File: src/rtl/bus_cycle_seq.sv
module bus_cycle_seq #(
  parameter int AW = 32,
  parameter int DW = 32
) (
  input  logic          clk,
  input  logic          rst_n,
  input  logic          req,
  input  logic          req_rd,
  input  logic [AW-1:0] req_addr,
  input  logic [DW-1:0] req_wdata,
  output logic          ack,
  output logic          done,
  output logic [DW-1:0] rdata,
  output logic          bclk,
  output logic [AW-1:0] bus_addr,
  output logic [DW-1:0] bus_dout,
  output logic          bus_doe,
  input  logic [DW-1:0] bus_din,
  output logic          as_n,
  output logic          ds_n,
  output logic          rd_wr,
  input  logic [1:0]    dsack_n,
  input  logic          sterm_n
);

  typedef enum logic [1:0] {S_IDLE, S_T1, S_T2} st_t;

  st_t        st;
  logic       ph, as_q, ds_q, last, rd_q;
  logic [1:0] dsk_s1, dsk_s2;
  logic       stm_s1, stm_s2;

  wire dsk_hit = ~&dsk_s2;
  wire stm_hit = ~stm_s2;
  wire start   = (st == S_IDLE) && ph && req;
  wire fin     = (st == S_T2) && !ph && (last || stm_hit);

  assign bclk  = ~ph;
  assign as_n  = ~as_q;
  assign ds_n  = ~ds_q;
  assign rd_wr = rd_q;

  always_ff @(posedge clk) begin
    if (!rst_n) begin
      dsk_s1 <= '1;
      dsk_s2 <= '1;
      stm_s1 <= 1'b1;
      stm_s2 <= 1'b1;
    end else begin
      dsk_s1 <= dsack_n;
      dsk_s2 <= dsk_s1;
      stm_s1 <= sterm_n;
      stm_s2 <= stm_s1;
    end
  end

  always_ff @(posedge clk) begin
    if (!rst_n) begin
      st       <= S_IDLE;
      ph       <= 1'b0;
      as_q     <= 1'b0;
      ds_q     <= 1'b0;
      last     <= 1'b0;
      rd_q     <= 1'b1;
      ack      <= 1'b0;
      done     <= 1'b0;
      bus_doe  <= 1'b0;
      bus_addr <= '0;
      bus_dout <= '0;
      rdata    <= '0;
    end else begin
      ph   <= ~ph;
      ack  <= start;
      done <= fin;
      case (st)
        S_IDLE: if (start) begin
          st       <= S_T1;
          rd_q     <= req_rd;
          bus_addr <= req_addr;
          bus_dout <= req_wdata;
          bus_doe  <= ~req_rd;
        end
        S_T1: if (!ph) begin
          as_q <= 1'b1;
          ds_q <= rd_q;
        end else begin
          st   <= S_T2;
          last <= dsk_hit;
        end
        S_T2: if (!ph) begin
          if (fin) begin
            st      <= S_IDLE;
            as_q    <= 1'b0;
            ds_q    <= 1'b0;
            bus_doe <= 1'b0;
            if (rd_q) rdata <= bus_din;
          end else if (!rd_q) begin
            ds_q <= 1'b1;
          end
        end else begin
          last <= dsk_hit;
        end
        default: st <= S_IDLE;
      endcase
    end
  end

endmodule


File: config.mk
export PLATFORM = sky130hd
export DESIGN_NAME = bus_cycle_seq
export DESIGN_NICKNAME = d
export VERILOG_FILES = /design/src/rtl/bus_cycle_seq.sv
export SDC_FILE = /design/constraint.sdc
export NUM_CORES = 1
export LEC_CHECK = 0
export BUFFER_PORTS_ARGS = -buffer_cell sky130_fd_sc_hd__buf_4
export CAP_MARGIN = 20
export CORE_UTILIZATION = 49
export CTS_BUF_LIST = sky130_fd_sc_hd__clkbuf_8 sky130_fd_sc_hd__clkbuf_16
export CTS_CLUSTER_SIZE = 30
export DETAILED_ROUTE_END_ITERATION = 6
export HOLD_SLACK_MARGIN = 0.12
export PLACE_DENSITY = 0.85
export SETUP_SLACK_MARGIN = 0.2
export SLEW_MARGIN = 20
export SYNTH_ARGS = -nofsm -noshare
export SYNTH_HDL_FRONTEND = slang
export SYNTH_SLANG_ARGS = --single-unit
export TNS_END_PERCENT = 5
File: constraint.sdc
create_clock -name clk -period 3.7 [get_ports clk]
set_input_delay 0.555 -clock clk [delete_from_list [all_inputs] [get_ports clk]]
set_output_delay 0.555 -clock clk [all_outputs]
set_load 0.05 [all_outputs]
==> summary.txt <==
Pwr
  • Sw frac: 28.4%
  • Pint: 0.00166 W
  • Clock network fraction of total power: 28.7%
  • Maximum vdd drop: 0.285 mV
  • Pwr dens: 406 mW/mm²
  • Seq pwr share: 54.7%
  • Switch Pwr: 0.000660 W
  • Leakage: 2.43 nW
  • Part of the power in combinational logic: 16.6%

Critical path
  • Worst path top cell family by delay: flip-flops
  • Worst EP arrival: 1.36 ns
  • Max incr delay on CP: 0.61 ns
  • R2R depth: 5
  • R2R setup slack: 1.79 ns
  • Critical path, cell by cell: inv_1 -> buf_4
  • Max FO, Critical Path: 13
  • Startpoint Class: flip-flop
  • Crit-path slowest cell: dfxtp_1
  • Crit path kind: flip-flop to output port
  • Critical R2R Capture: rdata[15]
  • WP buf/inv: 2
  • FF-to-FF Start: st[0]
  • WP data required: 3.14 ns
  • Type of destination of the critical path: output port

Status
  • Outcome: finished clean

Place
  • DPL Wire Length: 7550 µm
  • Post-place setup slack: 1.49 ns
  • Dpl cells: 766
  • Global placer's final weighted congestion: 0.852
  • Port buffer count: 205

Global route
  • First-pass GRT wire length: 16,300 µm
  • Largest net degree at the start of global routing: 66
  • Vias in the first global route: 3,456
  • Total GRT Usage: 23.6%
  • GRT overflow: 0
  • Initial antenna violation count: 0

Yosys
  • Post-synth net total: 597
  • Sequential-to-total area share from yosys stat: 55.3%
  • Area contributors post-synth: dfxtp_1, nand2_1, a21oi_1
  • #FFs+latches synth: 112
  • Syn Inst Count: 491
  • Synth warn: 0
  • Post-synth EDFFs: 0
  • Mapped cell area: 0.00406 mm²
  • Post-synth top area cell: dfxtp_1
  • Synthesized area per cell: 8.26 µm²
  • Most frequent cells after synthesis: nand2_1, dfxtp_1, a21oi_1, clkbuf_1, buf_2
  • Ys flop type: dfxtp_1
  • Most common cell in the netlist: nand2_1
  • Asr flop ratio synth: 0%
  • Post-synth top area share: 55.3%
  • Post-synth cell types: 30

STA
  • Setup violations, final: 0
  • Unrepaired setup endpoints after global routing: false
  • Final worst slack: 1.78 ns
  • Final Hold Fails: 0
  • Final TNS setup: 0 ns
  • Max-slew violation count: 0
  • Min Hold Slack: 0.368 ns
  • Worst Skew: 0.00762 ns
  • Fmax: 521 MHz
  • Slew @ Worst Pin: 0.953 ns
  • Final worst-path cycle share: 51.8%
  • Max-slew headroom: 36.4%
  • Min Tclk post-route: 1.92 ns

Detailed routing
  • Final wirelength: 10,600 µm
  • DRC violation count after routing: 0
  • TritonRoute pass-1 iters: 4
  • Wire per inst: 13.5 µm
  • DR iter-0 viols: 131
  • Vias per std cell: 4.99
  • Antenna-violating nets left: 0
  • DR vias: 3,906

Floorplan
  • Die area: 0.00865 mm²
  • Core Rows: 32
  • Starting density of the core: 51.7%
  • Die span in y: 93.0 µm
  • Core ar.: 0.00785 mm²
  • Die W: 93.0 µm
  • Io pins: 206

Min path
  • Hold Crit Depth: 2
  • Hold Path End: stm_s1
  • HP Class: input pin to flip-flop
  • Hold path start: sterm_n

Clock tree
  • Hold-fix buffer count after cts: 0
  • Clk root buf: clkbuf_8
  • Setup repair bufs after CTS: 0
  • Clock Latency Late Sink: 0.36 ns
  • Clk slew on worst S/H paths: 0.10 ns
  • # resized after CTS: 0
  • Total CTS buffers: 9
  • Sink Count: 112
  • TritonCTS clock tree: built
  • Max clock buf depth: 2
  • H-tree depth: 3

Layout
  • Share of layout cells above drive strength 1: 35.6%
  • Post-Layout Cell Count: 782
  • Fin util: 72.9%
  • Diode count: 0
  • Fillers: 592
  • Layout net count: 781
  • Syn-to-layout area delta: 41.0%

Flow run
  • Max Cap Violations: 0
how the worst max path moves through the flow:
stage	cells after the start	startpoint	end
final	2	ph	bclk
after global routing	5	st[0]	rdata[27]
after CTS	5	st[0]	rdata[15]
after detailed placement	5	st[0]	rdata[15]
after global placement	5	st[0]	rdata[20]
after floorplan	4	rd_wr	rdata[0]
power groups by stage:
stage	clock [W]	sequential, W	combinational [W]
global placement	0	0.00130	0.000380
floorplan	0	0.00141	0.000120
CTS	0.000680	0.00127	0.000388
detailed placement	0	0.00130	0.000387
global route	0.000730	0.00127	0.000412
finish	0.000666	0.00127	0.000386
sequential cells by signal, summed over array words and instances (netlist names):
name and count:
stm_s1 1, st 2, last 1, rdata 32
ds_q 1, done 1, as_q 1, bus_doe 1
bus_dout 32, dsk_s1 2, ph 1, rd_wr 1
ack 1, stm_s2 1, bus_addr 32, dsk_s2 2
layout make-up:
class | count | area [µm²] | area share, %
Timing Repair Buffer | 208 | 1570 | 27.5
Clock inverter | 6 | 43.8 | 0.766
Clock buffer | 10 | 138 | 2.41
Inverter | 7 | 26.3 | 0.459
Sequential cell | 112 | 2240 | 39.2
Multi-Input combinational cell | 337 | 1570 | 27.4
Tap cell | 102 | 128 | 2.23
per-layer routing:
metal  global-route usage (%)  routed length, µm  vias to the layer above  part of all wire [%]
li1                         -                  -                     1946                     -
met1                     28.0               4320                     1784                    41
met2                     41.4               5280                      143                    50
met3                     3.98                607                       33                   5.7
met4                     11.3                383                        0                   3.6
met5                        0                  0                        -                     0
cells by family (layout without fill, tap and decap cells):
family / count (synthesis) / after routing / synth area share (%)
AO/OA/AOI/OAI: 108 / 108 / 14.6
buffers and inverters: 42 / 231 / 6.23
adder cells (fa/ha/maj): 3 / 3 / 0.925
multiplexers: 2 / 2 / 0.555
flip-flops: 112 / 112 / 55.3
AND/OR/NAND/NOR: 224 / 224 / 22.5
cells in the final DEF (no fill, tap or decap), drive strengths merged, types with 4 or more instances in the layout:
| cell | n |
|---|---|
| buf | 208 |
| clkbuf | 10 |
| nor2 | 7 |
| clkinv | 4 |
| nand2b | 7 |
| nand2 | 196 |
| inv | 8 |
| a21oi | 101 |
| dfxtp | 112 |
through the flow:
stage,cell area [µm²],total power [W]
after CTS,5710,0.00234
after detailed placement,5530,0.00168
final,5720,0.00232
after global routing,5720,0.00242
after global placement,5530,0.00168
after floorplan,4060,0.00153
worst register-to-register path: cells and delay by family, from the launching register on:
family,cells,cell delay (ns)
AO/OA/AOI/OAI,1,0.16
flip-flops,1,0.35
adder cells (fa/ha/maj),1,0.40
AND/OR/NAND/NOR,2,0.85
buffers and inverters,1,0.09
No activity file was read; power rests on OpenSTA's default activity.
